File: config.mk
export PLATFORM = sky130hd
export DESIGN_NAME = sc_halfduplex_uart
export DESIGN_NICKNAME = d
export VERILOG_FILES = /design/src/rtl/sc_uart_pkg.sv /design/src/rtl/sc_uart_bittimer.sv /design/src/rtl/sc_uart_ctrl.sv /design/src/rtl/sc_uart_datapath.sv /design/src/rtl/sc_halfduplex_uart.sv
export SDC_FILE = /design/constraint.sdc
export NUM_CORES = 1
export LEC_CHECK = 0
export ABC_CLOCK_PERIOD_IN_PS = 4200
export BUFFER_PORTS_ARGS = -buffer_cell sky130_fd_sc_hd__buf_2
export CAP_MARGIN = 20
export CORE_ASPECT_RATIO = 1.1
export CORE_MARGIN = 3
export CORE_UTILIZATION = 40
export CTS_CLUSTER_DIAMETER = 30
export DETAILED_ROUTE_END_ITERATION = 6
export PLACE_DENSITY = 0.64
export RECOVER_POWER = 50
export SLEW_MARGIN = 20
export SYNTH_ARGS = -nofsm -noshare
export SYNTH_HDL_FRONTEND = slang
export SYNTH_SLANG_ARGS = --single-unit
File: constraint.sdc
create_clock -name clk -period 4.2 [get_ports clk]
set_clock_uncertainty 0.1 [all_clocks]
set_input_delay 0.84 -clock clk [delete_from_list [all_inputs] [get_ports clk]]
set_output_delay 0.84 -clock clk [all_outputs]
set_load 0.01 [all_outputs]
File: src/rtl/sc_uart_pkg.sv
package sc_uart_pkg;

  typedef enum logic {TX_IDLE, TX_SEND} txState_e;

  typedef enum logic [1:0] {RX_IDLE, RX_START, RX_BITS, RX_STOP} rxState_e;

  // Strobes from control to datapath, one cycle each unless noted
  typedef struct packed {
    logic txLoad;    // move buffer into the frame shift register
    logic txShift;   // advance to the next slot
    logic txAbort;   // level: force the frame register to idle ones
    logic txFinish;  // stop slot has ended
    logic txProbe;   // middle of the transmit stop slot
    logic rxClear;   // start edge accepted
    logic rxSample;  // middle of a data or parity slot
    logic rxFinish;  // receive stop slot has ended
    logic rxErrSlot; // level: receiver is inside its stop slot
  } ctlStrobe_t;

endpackage

File: src/rtl/sc_uart_bittimer.sv
module sc_uart_bittimer #(
  parameter int DIV_W    = 8,
  parameter int SUBTICKS = 16
) (
  input  logic             clk,
  input  logic             rst_n,
  input  logic             run,
  input  logic [DIV_W-1:0] divVal,
  output logic             midTick,
  output logic             endTick
);
  localparam int CNT_W = DIV_W + $clog2(SUBTICKS) + 1;

  logic [CNT_W-1:0] cnt;
  logic [CNT_W-1:0] periodM1;
  logic [CNT_W-1:0] halfM1;

  always_comb begin
    periodM1 = CNT_W'(SUBTICKS) * (CNT_W'(divVal) + CNT_W'(1)) - CNT_W'(1);
    halfM1   = periodM1 >> 1;
    midTick  = run && (cnt == halfM1);
    endTick  = run && (cnt >= periodM1);
  end

  always_ff @(posedge clk or negedge rst_n) begin
    if (!rst_n)                cnt <= '0;
    else if (!run || endTick)  cnt <= '0;
    else                       cnt <= cnt + CNT_W'(1);
  end
endmodule

File: src/rtl/sc_uart_ctrl.sv
module sc_uart_ctrl
  import sc_uart_pkg::*;
#(
  parameter int DATA_W = 8
) (
  input  logic       clk,
  input  logic       rst_n,
  input  logic       txEnable,
  input  logic       rxEnable,
  input  logic       txBufFull,
  input  logic       lineS,
  input  logic       lineFell,
  input  logic       txMid,
  input  logic       txEnd,
  input  logic       rxMid,
  input  logic       rxEnd,
  output ctlStrobe_t st,
  output logic       txRun,
  output logic       rxRun
);
  localparam int FRAME_BITS = DATA_W + 3;
  localparam int TXI_W      = $clog2(FRAME_BITS);
  localparam int RXI_W      = $clog2(DATA_W + 2);
  localparam logic [TXI_W-1:0] TX_LAST = TXI_W'(FRAME_BITS - 1);
  localparam logic [RXI_W-1:0] RX_LAST = RXI_W'(DATA_W);

  txState_e         txState;
  rxState_e         rxState;
  logic [TXI_W-1:0] txIdx;
  logic [RXI_W-1:0] rxIdx;

  assign txRun = (txState == TX_SEND);
  assign rxRun = (rxState != RX_IDLE);

  always_comb begin
    st = '0;
    if (!txEnable) begin
      st.txAbort = 1'b1;
    end else if (txState == TX_IDLE) begin
      st.txLoad = txBufFull;
    end else begin
      st.txProbe = txMid && (txIdx == TX_LAST);
      if (txEnd) begin
        if (txIdx == TX_LAST) st.txFinish = 1'b1;
        else                  st.txShift  = 1'b1;
      end
    end
    st.rxClear   = rxEnable && (rxState == RX_IDLE) && lineFell;
    st.rxSample  = (rxState == RX_BITS) && rxMid;
    st.rxFinish  = (rxState == RX_STOP) && rxEnd;
    st.rxErrSlot = (rxState == RX_STOP);
  end

  always_ff @(posedge clk or negedge rst_n) begin
    if (!rst_n) begin
      txState <= TX_IDLE;
      txIdx   <= '0;
    end else if (!txEnable) begin
      txState <= TX_IDLE;
      txIdx   <= '0;
    end else if (txState == TX_IDLE) begin
      if (txBufFull) begin
        txState <= TX_SEND;
        txIdx   <= '0;
      end
    end else if (txEnd) begin
      if (txIdx == TX_LAST) txState <= TX_IDLE;
      else                  txIdx   <= txIdx + TXI_W'(1);
    end
  end

  always_ff @(posedge clk or negedge rst_n) begin
    if (!rst_n) begin
      rxState <= RX_IDLE;
      rxIdx   <= '0;
    end else if (!rxEnable) begin
      rxState <= RX_IDLE;
      rxIdx   <= '0;
    end else begin
      case (rxState)
        RX_IDLE:  if (lineFell) rxState <= RX_START;
        RX_START: begin
          if (rxMid && lineS) rxState <= RX_IDLE;
          else if (rxEnd) begin
            rxState <= RX_BITS;
            rxIdx   <= '0;
          end
        end
        RX_BITS:  if (rxEnd) begin
          if (rxIdx == RX_LAST) rxState <= RX_STOP;
          else                  rxIdx   <= rxIdx + RXI_W'(1);
        end
        default:  if (rxEnd) rxState <= RX_IDLE;
      endcase
    end
  end
endmodule

File: src/rtl/sc_uart_datapath.sv
module sc_uart_datapath
  import sc_uart_pkg::*;
#(
  parameter int DATA_W = 8
) (
  input  logic              clk,
  input  logic              rst_n,
  input  ctlStrobe_t        st,
  input  logic              invFormat,
  input  logic              wrStrobe,
  input  logic [DATA_W-1:0] wrData,
  input  logic              rdStrobe,
  input  logic              txIrqClr,
  input  logic              rxIrqClr,
  input  logic              lineIn,
  output logic              lineS,
  output logic              lineFell,
  output logic              txBufFull,
  output logic              txIrq,
  output logic              rxFull,
  output logic              rxIrq,
  output logic [DATA_W-1:0] rxData,
  output logic              rxParErr,
  output logic              errSeen,
  output logic              txOut
);
  localparam int FRAME_BITS = DATA_W + 3;

  logic [2:0]            lineSync;
  logic [DATA_W-1:0]     txBuf;
  logic [DATA_W-1:0]     txLevels;
  logic [FRAME_BITS-1:0] txSh;
  logic [DATA_W:0]       rxSh;
  logic [DATA_W-1:0]     rxDecoded;
  logic                  rxOdd;

  assign lineS    = lineSync[1];
  assign lineFell = lineSync[2] & ~lineSync[1];
  assign rxOdd    = ^rxSh;
  assign txOut    = txSh[0] & ~(st.rxErrSlot & rxOdd);

  // Line level of each data slot, and decode of received slot levels
  for (genvar i = 0; i < DATA_W; i++) begin : g_order
    assign txLevels[i]  = invFormat ? ~txBuf[DATA_W-1-i] : txBuf[i];
    assign rxDecoded[i] = invFormat ? ~rxSh[DATA_W-1-i]  : rxSh[i];
  end

  always_ff @(posedge clk or negedge rst_n) begin
    if (!rst_n) lineSync <= '1;
    else        lineSync <= {lineSync[1:0], lineIn};
  end

  // Transmit side
  always_ff @(posedge clk or negedge rst_n) begin
    if (!rst_n) begin
      txBuf     <= '0;
      txBufFull <= 1'b0;
      txSh      <= '1;
      txIrq     <= 1'b0;
      errSeen   <= 1'b0;
    end else begin
      if (wrStrobe) begin
        txBuf     <= wrData;
        txBufFull <= 1'b1;
      end else if (st.txLoad) begin
        txBufFull <= 1'b0;
      end

      if (st.txAbort)      txSh <= '1;
      else if (st.txLoad)  txSh <= {1'b1, ^txLevels, txLevels, 1'b0};
      else if (st.txShift) txSh <= {1'b1, txSh[FRAME_BITS-1:1]};

      if (st.txFinish)     txIrq <= 1'b1;
      else if (txIrqClr)   txIrq <= 1'b0;

      if (st.txLoad)                  errSeen <= 1'b0;
      else if (st.txProbe && !lineS)  errSeen <= 1'b1;
    end
  end

  // Receive side
  always_ff @(posedge clk or negedge rst_n) begin
    if (!rst_n) begin
      rxSh     <= '0;
      rxData   <= '0;
      rxFull   <= 1'b0;
      rxIrq    <= 1'b0;
      rxParErr <= 1'b0;
    end else begin
      if (st.rxClear)       rxSh <= '0;
      else if (st.rxSample) rxSh <= {lineS, rxSh[DATA_W:1]};

      if (st.rxFinish) begin
        rxData   <= rxDecoded;
        rxParErr <= rxOdd;
        rxFull   <= 1'b1;
      end else if (rdStrobe) begin
        rxFull   <= 1'b0;
      end

      if (st.rxFinish)    rxIrq <= 1'b1;
      else if (rxIrqClr)  rxIrq <= 1'b0;
    end
  end
endmodule

File: src/rtl/sc_halfduplex_uart.sv
module sc_halfduplex_uart
  import sc_uart_pkg::*;
#(
  parameter int DIV_W    = 8,
  parameter int DATA_W   = 8,
  parameter int SUBTICKS = 16
) (
  input  logic              clk,
  input  logic              rst_n,
  input  logic [DIV_W-1:0]  divVal,
  input  logic              txEnable,
  input  logic              rxEnable,
  input  logic              invFormat,
  input  logic              wrStrobe,
  input  logic [DATA_W-1:0] wrData,
  input  logic              rdStrobe,
  output logic [DATA_W-1:0] rdData,
  input  logic              txIrqClr,
  input  logic              rxIrqClr,
  input  logic              lineIn,
  output logic              txOut,
  output logic              txBufEmpty,
  output logic              txRegEmpty,
  output logic              txIrq,
  output logic              rxFull,
  output logic              rxIrq,
  output logic              rxParErr,
  output logic              errSeen
);
  ctlStrobe_t st;
  logic txRun, rxRun, txMid, txEnd, rxMid, rxEnd;
  logic lineS, lineFell, txBufFull;

  sc_uart_bittimer #(.DIV_W(DIV_W), .SUBTICKS(SUBTICKS)) u_txTimer (
    .clk(clk), .rst_n(rst_n), .run(txRun), .divVal(divVal),
    .midTick(txMid), .endTick(txEnd));

  sc_uart_bittimer #(.DIV_W(DIV_W), .SUBTICKS(SUBTICKS)) u_rxTimer (
    .clk(clk), .rst_n(rst_n), .run(rxRun), .divVal(divVal),
    .midTick(rxMid), .endTick(rxEnd));

  sc_uart_ctrl #(.DATA_W(DATA_W)) u_ctrl (
    .clk(clk), .rst_n(rst_n), .txEnable(txEnable), .rxEnable(rxEnable),
    .txBufFull(txBufFull), .lineS(lineS), .lineFell(lineFell),
    .txMid(txMid), .txEnd(txEnd), .rxMid(rxMid), .rxEnd(rxEnd),
    .st(st), .txRun(txRun), .rxRun(rxRun));

  sc_uart_datapath #(.DATA_W(DATA_W)) u_dp (
    .clk(clk), .rst_n(rst_n), .st(st), .invFormat(invFormat),
    .wrStrobe(wrStrobe), .wrData(wrData), .rdStrobe(rdStrobe),
    .txIrqClr(txIrqClr), .rxIrqClr(rxIrqClr), .lineIn(lineIn),
    .lineS(lineS), .lineFell(lineFell), .txBufFull(txBufFull),
    .txIrq(txIrq), .rxFull(rxFull), .rxIrq(rxIrq), .rxData(rdData),
    .rxParErr(rxParErr), .errSeen(errSeen), .txOut(txOut));

  assign txBufEmpty = ~txBufFull;
  assign txRegEmpty = ~txRun;
endmodule

======== Yosys cells after proc, flatten, opt, wreduce, memory -nomap -nowiden ========
Index checks and enable logic that the tools add are counted.
word-level totals
  register bits after elaboration ......... 82
  bits of input ports ..................... 26
operators by class
  eq/ne operators ......................... 20
  magnitude comparators ................... 2
  bitwise operators ....................... 23
  add/subtract/negate cells ............... 6
  reductions and logical operators ........ 29
  multiplexer cells ....................... 65
operators by type and width
  kind                                                                  number
  4-bit two-way mux                                                     10
  1-bit two-way mux                                                     36
  11-bit two-way mux                                                    3
  13-bit by 1-bit adder with 13-bit output, second input constant       2
  13-bit by 12-bit equality test with 1-bit output                      2
  13-bit >= comparator                                                  2
  13-bit two-way mux                                                    2
  2-bit two-way mux                                                     10
  1-bit NOT                                                             20
  9-bit two-way mux                                                     2
  3-bit != test, second input constant                                  5
  2-bit nonzero test                                                    7
  13-bit by 1-bit subtractor with 13-bit output, second input constant  1
  1-bit logical AND                                                     11
  5-bit AND reduction                                                   2
  8-bit by 1-bit adder with 9-bit output, second input constant         1
  3-bit by 1-bit != test with 1-bit output, second input constant       3
  3-bit by 2-bit != test with 1-bit output, second input constant       3
  9-bit XOR reduction                                                   1
  4-bit by 1-bit adder with 4-bit output, second input constant         2
  4-bit equality test, second input constant                            2
  4-bit case mux with 2 select lines                                    1
  8-bit XOR reduction                                                   1
  2-bit case mux with 3 select lines                                    1
  9 further kinds                                                       15

======== Longest topological paths before layout ========
  word-level depth ........................ 10
  gate-level depth with buffers ........... 16
  mapped depth without buffers ............ 14

======== By module ========
A second synthesis with hierarchy kept.
unflattened totals
  cells, all modules ...................... 668
  area total of the unflattened synthesis .. 6102.1 um^2
by module, submodules not included
  module              instances  sequential area each (um^2)  cells an instance  area each (um^2)
  sc_uart_bittimer    2          325.3                        193                1622.8
  sc_uart_datapath    1          1117.3                       191                2067.0
  sc_uart_ctrl        1          275.3                        89                 782.0
  sc_halfduplex_uart  1          0.0                          2                  7.5

======== Worst setup path before layout ========
OpenSTA, ideal clock, no wires.
  kind .................................... input to register
  start ................................... input port divVal[0]
  end ..................................... register u_ctrl.rxState[0]
  arrival ................................. 3.904 ns
  path slack .............................. 0.072 ns
  cell stages on the path ................. 15
  library setup time ...................... 0.124 ns
  cell sequence ........................... ha_1 > buf_2 > a31o_2 > a31oi_1 > xor2_1 > ha_1 > nand4_1 > o41ai_1 > a311o_1 > maj3_2 > maj3_2 > a21oi_4 > buf_6 > nor3_1 > a211o_1
between the ends
  cells in the longest elaborated chain, start to end .. 8
  elaborated cells between the ends (all ways) .. 14
  classes of those cells .................. add/sub (2); order compare (1); eq/ne (4); mux (3); reduce/logical (4)
RTL lines
  element                                                       RTL line                  source
  start: declaration                                            sc_halfduplex_uart.sv:10  input logic [DIV_W-1:0] divVal,
  8-bit by 1-bit adder with 9-bit output *                      sc_uart_bittimer.sv:19    periodM1 = CNT_W'(SUBTICKS) * (CNT_W'(divVal) + CNT_W'(1)) - CNT_W'(1);
  13-bit by 1-bit subtractor with 13-bit output *               sc_uart_bittimer.sv:19
  branches (longest 6 deep; another with 13-bit >= comparator)  n/a
  end signal: assignment                                        sc_uart_ctrl.sv:77        rxState <= RX_IDLE;
  end signal: assignment                                        sc_uart_ctrl.sv:81        RX_IDLE: if (lineFell) rxState <= RX_START;
  end signal: assignment                                        sc_uart_ctrl.sv:83        if (rxMid && lineS) rxState <= RX_IDLE;
  end: declaration                                              sc_uart_ctrl.sv:28        rxState_e rxState;
Every way passes the cells marked *.
A chain may end at the register's enable or synchronous reset.

======== Final worst setup path ========
  start ................................... input port divVal[1]
  end ..................................... register u_ctrl.rxState[0]
Same word-level chain as after synthesis.

==> impl_results.md <==
* Yosys warning count at 0
* Antenna Cells at 0
* Synth cell types at 71
* Total CTS buffers at 9
* Largest family of logic cells by synthesized area: simple AND/OR/NAND/NOR gates
* ANT nets after route at 0
* Top post-synthesis cells by count: 68 x dfrtp_1, 54 x nor2_1, 34 x nand2_1, 34 x xnor2_1, 26 x inv_1
* Post-DP Area at ~5400 sq um
* CTS sink count at 81
* CTS clk-pin slew, worst paths at 0.06 ns
* Setup crit end kind: register
* P_sw at around 0.45 mW
* Synth Area in Simple Gates at roughly 17%
* Post-synth ARST share at 100%
* Synthesized cell area at just under 5000 sq um
* XOR/XNOR Fraction of Synth Area at 11.9%
* Unrepaired setup endpoints after global routing: true
* Clk_lat worst skew at about 0.33 ns
* Seq pwr share at 43.1%
* Slew Limit Fails at 0
* Startpoint types: primary input
* Post-Syn Nets at 548
* Rel. slew slack at about 6.4%
* Final Cell Area at 5820 sq um
* Core area at about 12000 sq um
* GRT Util Overall at between 15 and 20%
* Met2 WL at around 5.0 mm
* DRT Pass-1 Iters at 4
* Most frequent cell after synthesis: dfrtp_1
* DRC at 0
* Final core occ at approximately half
* Layout Nets at 607
* Avg Vias per Cell at about 5.2
* P&R area growth vs syn at 18.1%
* Detailed Place HPWL at between 7 and 8 mm
* # setup viols final at 0
* Chip width at around 110 um
* P_leak at between 2 and 3 nW
* Combinational Power Share at 10.9%
* Placer Congestion at approximately 0.85
* Syn Area/Cell at between 9 and 10 sq um
* Setup TNS at 0 ns
* Mapped Cells at 500
* Ports at 42
* Status: complete, no violations
* Dominant cell type by area after synthesis: dfrtp_1
* Register area share after synthesis at a little over 40%
* WL per Instance at around 14 um
* Worst min-delay path class: register to register
* CP required at 4.32 ns
* Fraction of layout cells with a size suffix above 1 at 22.0%
* Internal power at 1.50 mW
* Sw Ratio at 23.2%
* Drt total wl at 10.3 mm
* Top Layer Used: met4
* Site row count at a little over 40
* Critical path class: primary input to register
* Synth area leaders: dfrtp_1 35%, dfstp_2 6.9%, xnor2_1 6.0%
* Area of the die at ~14000 sq um
* Root Buffer: clkbuf_16
* Slew at the pin with the worst max-slew slack at around 1.4 ns
* Synth top area share at approximately a third
* Synth Area in Compound Gates at 11.1%
* CP arrival at 4.13 ns
* H-tree depth at 3
* PortBufs at 41
* Clock power share at around 46%
* Initial Utilization at 42.0%
* Worst vdd ir at between 0.2 and 0.3 mV
* Total global routing overflow at 0
* Hold_buf cts at 0
* Post-synthesis adder-cell area fraction at between 6 and 7%
* Crit-path max FO at 6
* Initial drt markers at 239
* EDFF count, synth at 0
* First-pass GRT wire length at roughly 18 mm
* Vias in the first global route at around 3700
* Routed met3 length at 399 um
* Post-layout min period at between 4 and 5 ns
* Max clock buf depth at 2
* Hold Fails Final Rpt at 0
* Register bit total from synthesis at 81
* Metal-1 WL at around 4.7 mm
* Primary FF master, synth: dfrtp_1
* Max-cap viol count at 0
* Multiplexer share of the synthesized area at between 7 and 8%
* Die height at between 100 and 150 um
* TritonCTS clock tree: yes
* Power Density at roughly 340 nW/um^2
* Vias at about 3700
* Antenna violations before repair at 0
* Fmax at roughly 250 MHz
* Fin crit share at approximately 96%
* Fillers at about 1100
* Largest net degree at the start of global routing at roughly 80
-- path summary, 6_finish.rpt --
kind | start | to | slack [ns] | cells after the start
worst max-delay path | divVal[1] | u_ctrl.rxState[0] | 0.19 | 17
worst min-delay path | u_dp.lineSync[0] | u_dp.lineSync[1] | 0.26 | 0
worst max register to register | u_rxTimer.cnt[5] | u_ctrl.rxState[0] | 1.18 | 10
worst min register to register | u_dp.lineSync[0] | u_dp.lineSync[1] | 0.26 | 0
max in group asynchronous | rst_n | u_txTimer.cnt[6] | 1.29 | 2
min in group asynchronous | rst_n | u_dp.rxSh[2] | 0.72 | 1
-- final cells by class --
cell class,count,area [sq um],share of cell area [%]
sequential,81,2040,35.1
multi-input combinational,369,2690,46.2
inverter,26,97.6,1.68
clock buffer,10,229,3.93
clock inverter,6,115,1.98
timing repair buffer,72,462,7.93
tap,150,188,3.22
-- metal layers --
layer,global-route usage [%],up-vias
li1,-,1878
met1,19.7,1781
met2,26.6,67
met3,3.21,15
met4,6.31,0
met5,0,-
-- worst max-delay path: stages --
cell	delay, ns
buf_2	0.12
buf_12	0.13
ha_1	0.30
inv_1	0.05
a211oi_1	0.19
a31oi_1	0.09
xor2_1	0.20
ha_1	0.34
nand4_1	0.10
o41ai_1	0.07
a311o_1	0.32
maj3_2	0.30
maj3_2	0.33
a21oi_4	0.25
buf_4	0.17
nor3_1	0.05
a211o_1	0.27
-- power groups by stage --
stage | sequential [mW] | clock (mW) | combinational, mW
5_1_grt | 0.845 | 0.955 | 0.240
2_1_floorplan | 0.847 | 0 | 0.138
6_report | 0.840 | 0.898 | 0.213
4_1_cts | 0.841 | 0.921 | 0.214
3_5_place_dp | 0.855 | 0 | 0.212
3_3_place_gp | 0.853 | 0 | 0.208
-- per-stage QoR --
step / hold WS [ns] / power (mW) / setup WS [ns] / std cells
after detailed placement: 0.247 / 1.07 / -0.191 / 695
after global routing: 0.268 / 2.04 / -0.0263 / 714
after global placement: 0.249 / 1.06 / -0.0921 / 695
final: 0.261 / 1.95 / 0.188 / 714
after CTS: 0.256 / 1.98 / 0.124 / 711
after floorplan: 0.245 / 0.984 / 0.0719 / 500
-- placed cells by master (no fill, tap or decap), types with 9 or more instances in the layout --
cell | Yosys | routed
dfrtp_1 | 68 | 68
nor2_1 | 54 | 54
buf_2 | 6 | 39
xnor2_1 | 34 | 34
nand2_1 | 34 | 34
buf_4 | 0 | 27
inv_1 | 26 | 26
xor2_1 | 24 | 24
ha_1 | 22 | 21
a21oi_1 | 20 | 20
nand3_1 | 18 | 18
mux2i_1 | 18 | 18
o21ai_0 | 14 | 14
dfstp_2 | 13 | 12
nand4_1 | 10 | 10
mux2_2 | 10 | 10
mux2_1 | 9 | 9
clkbuf_16 | 0 | 9
-- cells by family after synthesis --
family                   count (synthesis)
adder cells (fa/ha/maj)                 25
XOR/XNOR                                62
flip-flops                              81
multiplexers                            37
AND/OR/NAND/NOR                        168
AO/OA/AOI/OAI                           77
buffers and inverters                   50
-- flip-flops by register name, summed over array words and instances, names as in the netlist, 2 cells and up --
register / flops
u_dp.rxSh: 9
u_txTimer.cnt: 13
u_ctrl.rxState: 2
u_dp.rxData: 8
u_dp.lineSync: 3
u_dp.txBuf: 8
u_ctrl.txIdx: 4
u_rxTimer.cnt: 13
u_dp.txSh: 10
u_ctrl.rxIdx: 4
-- what timing repair did --
action,CTS,global route
resized for setup,0,4
setup buffers,0,2
setup endpoints to repair,0,13
(Power assumes the default switching activity.)
